`src/rtl/mdio_pkg.sv`:
```
package mdio_pkg;
  localparam int unsigned FRAME_BITS = 64;
  localparam int unsigned PRE_BITS   = 32;
  localparam int unsigned TA_IDX     = 46;  // first turnaround bit
  localparam int unsigned DATA_IDX   = 48;
  localparam int unsigned CNT_W      = $clog2(FRAME_BITS);
  localparam int unsigned START_BIT  = 14;
  localparam int unsigned FLD_W      = 14;

  typedef struct packed {
    logic [1:0] st;
    logic [1:0] op;
    logic [4:0] prtad;
    logic [4:0] devad;
  } cmd_t;

  typedef enum logic [2:0] {
    REG_CMD   = 3'd0,
    REG_ADDR  = 3'd1,
    REG_WDATA = 3'd2,
    REG_RDATA = 3'd3,
    REG_STAT  = 3'd4
  } reg_idx_e;

  function automatic logic is_read(cmd_t c);
    if (c.st == 2'd1) return c.op == 2'd2;
    return (c.st == 2'd0) && c.op[1];
  endfunction
endpackage

```
`src/rtl/mdio_mdc_gen.sv`:
```
module mdio_mdc_gen #(
  parameter int unsigned HALF_DIV = 4
) (
  input  logic clk_i,
  input  logic rst_ni,
  output logic mdc_o,
  output logic rise_o,
  output logic fall_o
);
  localparam int unsigned DW = (HALF_DIV > 1) ? $clog2(HALF_DIV) : 1;

  logic [DW-1:0] cnt_q;
  logic          mdc_q;
  logic          wrap;

  assign wrap = (cnt_q == DW'(HALF_DIV - 1));

  always_ff @(posedge clk_i or negedge rst_ni) begin
    if (!rst_ni) begin
      cnt_q <= '0;
      mdc_q <= 1'b0;
    end else if (wrap) begin
      cnt_q <= '0;
      mdc_q <= ~mdc_q;
    end else begin
      cnt_q <= cnt_q + 1'b1;
    end
  end

  assign mdc_o  = mdc_q;
  assign rise_o = wrap & ~mdc_q;
  assign fall_o = wrap & mdc_q;


  mdc_edge_chk: assert property (@(posedge clk_i) disable iff (!rst_ni)
    !$stable(mdc_q) |-> $past(wrap));
endmodule

```
`src/rtl/mdio_csr.sv`:
```
module mdio_csr
  import mdio_pkg::*;
#(
  parameter int unsigned BUS_W  = 32,
  parameter int unsigned DATA_W = 16
) (
  input  logic              clk_i,
  input  logic              rst_ni,
  input  logic              bus_we_i,
  input  logic [4:2]        bus_addr_i,
  input  logic [BUS_W-1:0]  bus_wdata_i,
  output logic [BUS_W-1:0]  bus_rdata_o,
  input  logic              busy_i,
  input  logic              done_i,
  input  logic              done_rd_i,
  input  logic              rd_err_i,
  input  logic [DATA_W-1:0] rd_data_i,
  output cmd_t              cmd_o,
  output logic [DATA_W-1:0] addr_o,
  output logic [DATA_W-1:0] wdata_o,
  output logic              launch_o
);
  cmd_t              cmd_q;
  logic [DATA_W-1:0] addr_q, wdata_q, rdata_q;
  logic              err_q;
  logic              cmd_we;
  logic              unused_hi;

  assign unused_hi = ^bus_wdata_i[BUS_W-1:DATA_W];
  assign cmd_we    = bus_we_i && (bus_addr_i == REG_CMD);
  assign launch_o  = cmd_we && !busy_i && bus_wdata_i[START_BIT];

  always_ff @(posedge clk_i or negedge rst_ni) begin
    if (!rst_ni) begin
      cmd_q   <= '0;
      addr_q  <= '0;
      wdata_q <= '0;
      rdata_q <= '0;
      err_q   <= 1'b0;
    end else begin
      if (cmd_we && !busy_i) cmd_q <= cmd_t'(bus_wdata_i[FLD_W-1:0]);
      if (bus_we_i && bus_addr_i == REG_ADDR)  addr_q  <= bus_wdata_i[DATA_W-1:0];
      if (bus_we_i && bus_addr_i == REG_WDATA) wdata_q <= bus_wdata_i[DATA_W-1:0];
      if (done_i && done_rd_i) begin
        rdata_q <= rd_data_i;
        err_q   <= rd_err_i;
      end
    end
  end

  always_comb begin
    bus_rdata_o = '0;
    case (bus_addr_i)
      REG_CMD:   bus_rdata_o = BUS_W'({busy_i, cmd_q});
      REG_ADDR:  bus_rdata_o = BUS_W'(addr_q);
      REG_WDATA: bus_rdata_o = BUS_W'(wdata_q);
      REG_RDATA: bus_rdata_o = BUS_W'(rdata_q);
      REG_STAT:  bus_rdata_o = BUS_W'(err_q);
      default:   bus_rdata_o = '0;
    endcase
  end

  assign cmd_o   = cmd_q;
  assign addr_o  = addr_q;
  assign wdata_o = wdata_q;


  busy_cmd_hold_chk: assert property (@(posedge clk_i) disable iff (!rst_ni)
    (cmd_we && busy_i) |=> $stable(cmd_q));

  launch_busy_chk: assert property (@(posedge clk_i) disable iff (!rst_ni)
    launch_o |=> busy_i);
endmodule

```
`src/rtl/mdio_frame_eng.sv`:
```
module mdio_frame_eng
  import mdio_pkg::*;
#(
  parameter int unsigned DATA_W = 16
) (
  input  logic              clk_i,
  input  logic              rst_ni,
  input  logic              rise_i,
  input  logic              fall_i,
  input  logic              launch_i,
  input  cmd_t              cmd_i,
  input  logic [DATA_W-1:0] addr_i,
  input  logic [DATA_W-1:0] wdata_i,
  input  logic              mdio_i,
  output logic              busy_o,
  output logic              done_o,
  output logic              done_rd_o,
  output logic              rd_err_o,
  output logic [DATA_W-1:0] rd_data_o,
  output logic              mdio_o,
  output logic              mdio_oe_o
);
  logic                  pend_q, run_q, rd_q, oe_q, out_q, ta_bad_q;
  logic [CNT_W-1:0]      idx_q;
  logic [FRAME_BITS-1:0] sh_q, frame_w;
  logic [DATA_W-1:0]     rx_q, payload;
  logic                  rd_w, last;

  assign rd_w    = is_read(cmd_i);
  assign payload = (cmd_i.st == 2'd0 && cmd_i.op == 2'd0) ? addr_i : wdata_i;
  assign frame_w = {{PRE_BITS{1'b1}}, cmd_i.st, cmd_i.op, cmd_i.prtad, cmd_i.devad,
                    rd_w ? 2'b11 : 2'b10, rd_w ? {DATA_W{1'b1}} : payload};
  assign last    = run_q && rise_i && (idx_q == CNT_W'(FRAME_BITS - 1));

  always_ff @(posedge clk_i or negedge rst_ni) begin
    if (!rst_ni) begin
      pend_q   <= 1'b0;
      run_q    <= 1'b0;
      rd_q     <= 1'b0;
      oe_q     <= 1'b0;
      out_q    <= 1'b1;
      ta_bad_q <= 1'b0;
      idx_q    <= '0;
      sh_q     <= '0;
      rx_q     <= '0;
    end else begin
      if (launch_i) pend_q <= 1'b1;
      if (fall_i && pend_q) begin
        pend_q   <= 1'b0;
        run_q    <= 1'b1;
        rd_q     <= rd_w;
        sh_q     <= frame_w << 1;
        out_q    <= frame_w[FRAME_BITS-1];
        oe_q     <= 1'b1;
        idx_q    <= '0;
        ta_bad_q <= 1'b0;
      end else if (fall_i && run_q) begin
        out_q <= sh_q[FRAME_BITS-1];
        sh_q  <= sh_q << 1;
        idx_q <= idx_q + 1'b1;
        if (rd_q && idx_q == CNT_W'(TA_IDX - 1)) oe_q <= 1'b0;
      end
      if (rise_i && run_q && rd_q) begin
        if (idx_q == CNT_W'(TA_IDX + 1)) ta_bad_q <= mdio_i;
        if (idx_q >= CNT_W'(DATA_IDX))   rx_q <= {rx_q[DATA_W-2:0], mdio_i};
      end
      if (last) begin
        run_q <= 1'b0;
        oe_q  <= 1'b0;
        out_q <= 1'b1;
      end
    end
  end

  assign busy_o    = pend_q | run_q;
  assign done_o    = last;
  assign done_rd_o = rd_q;
  assign rd_err_o  = ta_bad_q;
  assign rd_data_o = {rx_q[DATA_W-2:0], mdio_i};
  assign mdio_o    = out_q;
  assign mdio_oe_o = oe_q;


  idle_release_chk: assert property (@(posedge clk_i) disable iff (!rst_ni)
    !busy_o |-> !mdio_oe_o);

  read_release_chk: assert property (@(posedge clk_i) disable iff (!rst_ni)
    (run_q && rd_q && idx_q >= CNT_W'(TA_IDX)) |-> !mdio_oe_o);

  fall_only_chk: assert property (@(posedge clk_i) disable iff (!rst_ni)
    (run_q && !$stable(out_q)) |-> $past(fall_i));

  end_at_rise_chk: assert property (@(posedge clk_i) disable iff (!rst_ni)
    $fell(busy_o) |-> $past(run_q && rise_i && idx_q == CNT_W'(FRAME_BITS - 1)));
endmodule

```
`src/rtl/mdio_master.sv`:
```
module mdio_master
  import mdio_pkg::*;
#(
  parameter int unsigned HALF_DIV = 4,
  parameter int unsigned BUS_W    = 32,
  parameter int unsigned DATA_W   = 16
) (
  input  logic             clk_i,
  input  logic             rst_ni,
  input  logic             bus_we_i,
  input  logic [4:2]       bus_addr_i,
  input  logic [BUS_W-1:0] bus_wdata_i,
  output logic [BUS_W-1:0] bus_rdata_o,
  output logic             mdc_o,
  output logic             mdio_o,
  output logic             mdio_oe_o,
  input  logic             mdio_i
);
  logic              rise, fall, busy, done, done_rd, rd_err, launch;
  logic [DATA_W-1:0] rd_data, addr, wdata;
  cmd_t              cmd;

  mdio_mdc_gen #(.HALF_DIV(HALF_DIV)) u_mdc (
    .clk_i(clk_i), .rst_ni(rst_ni), .mdc_o(mdc_o), .rise_o(rise), .fall_o(fall)
  );

  mdio_csr #(.BUS_W(BUS_W), .DATA_W(DATA_W)) u_csr (
    .clk_i(clk_i), .rst_ni(rst_ni), .bus_we_i(bus_we_i), .bus_addr_i(bus_addr_i),
    .bus_wdata_i(bus_wdata_i), .bus_rdata_o(bus_rdata_o), .busy_i(busy),
    .done_i(done), .done_rd_i(done_rd), .rd_err_i(rd_err), .rd_data_i(rd_data),
    .cmd_o(cmd), .addr_o(addr), .wdata_o(wdata), .launch_o(launch)
  );

  mdio_frame_eng #(.DATA_W(DATA_W)) u_eng (
    .clk_i(clk_i), .rst_ni(rst_ni), .rise_i(rise), .fall_i(fall), .launch_i(launch),
    .cmd_i(cmd), .addr_i(addr), .wdata_i(wdata), .mdio_i(mdio_i), .busy_o(busy),
    .done_o(done), .done_rd_o(done_rd), .rd_err_o(rd_err), .rd_data_o(rd_data),
    .mdio_o(mdio_o), .mdio_oe_o(mdio_oe_o)
  );
endmodule

```
`config.mk`:
```
export PLATFORM = sky130hd
export DESIGN_NAME = mdio_master
export DESIGN_NICKNAME = d
export VERILOG_FILES = /design/src/rtl/mdio_pkg.sv /design/src/rtl/mdio_mdc_gen.sv /design/src/rtl/mdio_csr.sv /design/src/rtl/mdio_frame_eng.sv /design/src/rtl/mdio_master.sv
export SDC_FILE = /design/constraint.sdc
export NUM_CORES = 1
export LEC_CHECK = 0
export BUFFER_PORTS_ARGS = -buffer_cell sky130_fd_sc_hd__buf_2
export CELL_PAD_IN_SITES_DETAIL_PLACEMENT = 1
export CELL_PAD_IN_SITES_GLOBAL_PLACEMENT = 1
export CORE_MARGIN = 4
export CORE_UTILIZATION = 25
export CTS_CLUSTER_SIZE = 14
export DETAILED_ROUTE_END_ITERATION = 8
export GPL_TIMING_DRIVEN = 0
export PLACE_DENSITY_LB_ADDON = 0.1
export SKIP_CTS_REPAIR_TIMING = 1
export SYNTH_ARGS = -nofsm -noshare
export SYNTH_HDL_FRONTEND = slang
export SYNTH_SLANG_ARGS = --single-unit
```
`constraint.sdc`:
```
create_clock -name clk_i -period 5.4 [get_ports clk_i]
set_input_delay 1.08 -clock clk_i [delete_from_list [all_inputs] [get_ports clk_i]]
set_output_delay 1.08 -clock clk_i [all_outputs]
set_load 0.05 [all_outputs]
```
==> flow_summary.json <==
{
  "outcome": "finished clean",
  "final_antenna_net_count": 0,
  "final_nets": 778,
  "synth_xor_xnor_area_share": 0.002284,
  "end_kind": "output pin",
  "p_seq_frac": 0.454,
  "power_leakage_nw": 4.050,
  "grt_pass1_vias": 6009,
  "die_h_um": 183.1,
  "hold_class": "reg -> reg",
  "synth-simple-area-share": 0.09806,
  "ys_async_sr_fraction": 1.000,
  "fin_skew_ns": 0.008102,
  "hold_viol_final": 0,
  "finalWorstSetupSlack_ns": 1.663,
  "peakVddDrop_mv": 0.2147,
  "worst_pin_slew_ns": 0.6799,
  "dr.pass1.iters": 4,
  "worst_ep_arrival_time_ns": 2.66,
  "p_comb_frac": 0.096,
  "die_w_um": 183.1,
  "cts_root_buf": "clkbuf_16",
  "io-pin-count": 74,
  "clk_path_buf_depth": 2,
  "hpwl_um": 16020,
  "fin_util": 0.3030,
  "layout_commonest_cell": "dfrtp_1",
  "min_period_ns": 3.737,
  "p_sw_uw": 707.4,
  "gp_congestion": 0.7244,
  "synth_mux_area_frac": 0.1855,
  "syn_to_final_growth_pct": 18.37,
  "critPathRequiredTime_ns": 4.32,
  "clkTransAtPathRegs_ns": 0.06,
  "rows": 63,
  "synth_edf_count": 0,
  "overflow": 0,
  "powerDensity_nw_per_um2": 318.1,
  "grt_pass1_wl_um": 35890,
  "routedWlPerCell_um": 19.72,
  "die_area_um2": 33540,
  "totalWireLength_um": 22400,
  "internal-power_mw": 2.180,
  "drive_gt1_frac": 0.3056,
  "grt_usage": 0.1379,
  "synth_cell_types": 49,
  "core_area_um2": 29950,
  "drc": 0,
  "finalSetupTns_ns": 0,
  "cts_tree": "done",
  "vias_per_cell": 4.808,
  "portBuffers": 41,
  "syn_area_um2": 7669,
  "antenna_found_initial": 0,
  "min_period_over_period": 0.6919,
  "syn_inst": 660,
  "path_max_fanout": 10,
  "clock-sinks": 156,
  "synth-adder-area-share": 0.004895,
  "final_area_um2": 9077,
  "ys_seq_elements": 156,
  "mostFrequentLayoutCells": "dfrtp_1, mux2_2, buf_2",
  "synth_top_family_by_area": "multiplexers",
  "grt_max_degree": 81,
  "cp-start-kind": "input port",
  "clockPowerShare": 0.450,
  "vias": 5462,
  "yosysWarnings": 0,
  "cap_violations": 0,
  "max-slew-margin-rel": 0.5467,
  "diodes": 0,
  "placed_cell_area_um2": 8456,
  "clock_latency_ns": 0.43,
  "place_ws_ns": 1.647,
  "finalSetupViolCount": 0,
  "drtIter0Drc": 169,
  "ys_seq_area_frac": 0.5092,
  "synthFlopType": "dfrtp_1",
  "synth_compound_area_frac": 0.1299,
  "rsz0062_at_grt": "no",
  "h-tree-depth": 4,
  "fmax_mhz": 267.6,
  "crit_type": "in -> out",
  "syn-mean-instance-area_um2": 11.62,
  "start_util": 0.2560,
  "drv_slew": 0,
  "swShare": 0.2450,
  "numCtsBuffers": 17
}
## worst max-delay path, stage by stage
cell and delay, ns:
buf_2 0.09, buf_4 0.23, buf_4 0.29, mux4_2 0.52, nor2b_1 0.17, buf_2 0.26
## routing by layer
layer,global-route usage,part of all wire,up-vias,routed length (um)
met5,0,0,-,0
met4,0.03456,0.012,0,271
li1,-,-,2502,-
met3,0.02559,0.028,12,623
met1,0.1908,0.48,2882,10770
met2,0.2244,0.48,66,10730
## kinds of logic after synthesis
family          after synthesis
compound gates              147
xor+xnor                      2
fa+ha+maj                     3
buf+inv                      96
flops                       156
mux                         110
other cells                   1
simple gates                145
## area by class of cell
type / instances / area (um^2)
fill: 3349 / 20880
sequential: 156 / 3905
multi-input combinational: 423 / 3286
tap: 390 / 488.0
clock buffer: 22 / 484.2
buffer: 70 / 436.7
timing repair buffer: 42 / 242.7
clock inverter: 7 / 137.6
inverter: 26 / 97.59
## cell usage after synthesis (2+ instances only)
library cell / number / area (um^2)
a211oi_1: 16 / 120.1
a21oi_1: 7 / 35.03
a31oi_1: 38 / 237.7
and3_1: 2 / 12.51
buf_1: 2 / 7.510
buf_2: 25 / 125.1
buf_4: 23 / 172.7
buf_6: 6 / 67.56
clkbuf_1: 13 / 48.80
dfrtp_1: 155 / 3879
ha_1: 3 / 37.54
inv_1: 26 / 97.59
mux2_2: 71 / 799.5
mux2_4: 9 / 135.1
mux2i_1: 15 / 150.1
mux4_2: 15 / 337.8
nand2_1: 54 / 202.7
nand2b_1: 2 / 12.51
nand3_1: 6 / 30.03
nand3_2: 2 / 20.02
nor2_1: 28 / 105.1
nor2b_1: 32 / 200.2
o211ai_1: 11 / 82.58
o21ai_0: 27 / 135.1
o21ai_1: 9 / 45.04
o221ai_1: 15 / 131.4
o22a_1: 22 / 192.7
or3_1: 3 / 18.77
or4_1: 2 / 15.01
xor2_1: 2 / 17.52
## worst paths after layout
check                                            from                             to  slack (ns)  depth (start not counted)
setup reg to reg           u_eng.idx_q[0]$_DFFE_PN0P_  u_csr.rdata_q[12]$_DFFE_PN0P_        3.12                          5
hold reg to reg              u_mdc.cnt_q[0]$_DFF_PN0_       u_mdc.cnt_q[0]$_DFF_PN0_        0.43                          1
max in group asynchronous                      rst_ni     u_csr.cmd_o[6]$_DFFE_PN0P_        3.92                          2
setup / recovery                        bus_addr_i[2]                bus_rdata_o[12]        1.66                          6
min in group asynchronous                      rst_ni     u_eng.sh_q[45]$_DFFE_PN0P_        0.62                          1
hold / removal               u_mdc.cnt_q[0]$_DFF_PN0_       u_mdc.cnt_q[0]$_DFF_PN0_        0.43                          1
## registers in the layout, indices dropped and copies added, names as in the netlist, 2 cells and up
signal         cells
u_csr.rdata_q     16
u_eng.idx_q        6
u_mdc.cnt_q        2
u_csr.addr_o      16
u_csr.wdata_o     16
u_csr.cmd_o       14
u_eng.sh_q        63
u_eng.rx_q        15
## through the flow
| step | power [mW] | instances | hold slack [ns] |
|---|---|---|---|
| 2_1_floorplan | 1.505 | 675 | 0.4088 |
| 3_3_place_gp | 1.603 | 1106 | 0.4230 |
| 3_5_place_dp | 1.615 | 1107 | 0.4297 |
| 4_1_cts | 2.933 | 1136 | 0.4378 |
| 5_1_grt | 3.016 | 1136 | 0.4687 |
| 6_report | 2.888 | 1136 | 0.4347 |
## power groups by stage
stage | registers [mW] | clock network [mW] | logic [mW]
after floorplan | 1.30 | 0 | 0.206
after global placement | 1.33 | 0 | 0.274
after detailed placement | 1.33 | 0 | 0.282
after CTS | 1.31 | 1.34 | 0.284
after global routing | 1.32 | 1.39 | 0.304
final | 1.31 | 1.30 | 0.278
(Power assumes the default switching activity.)
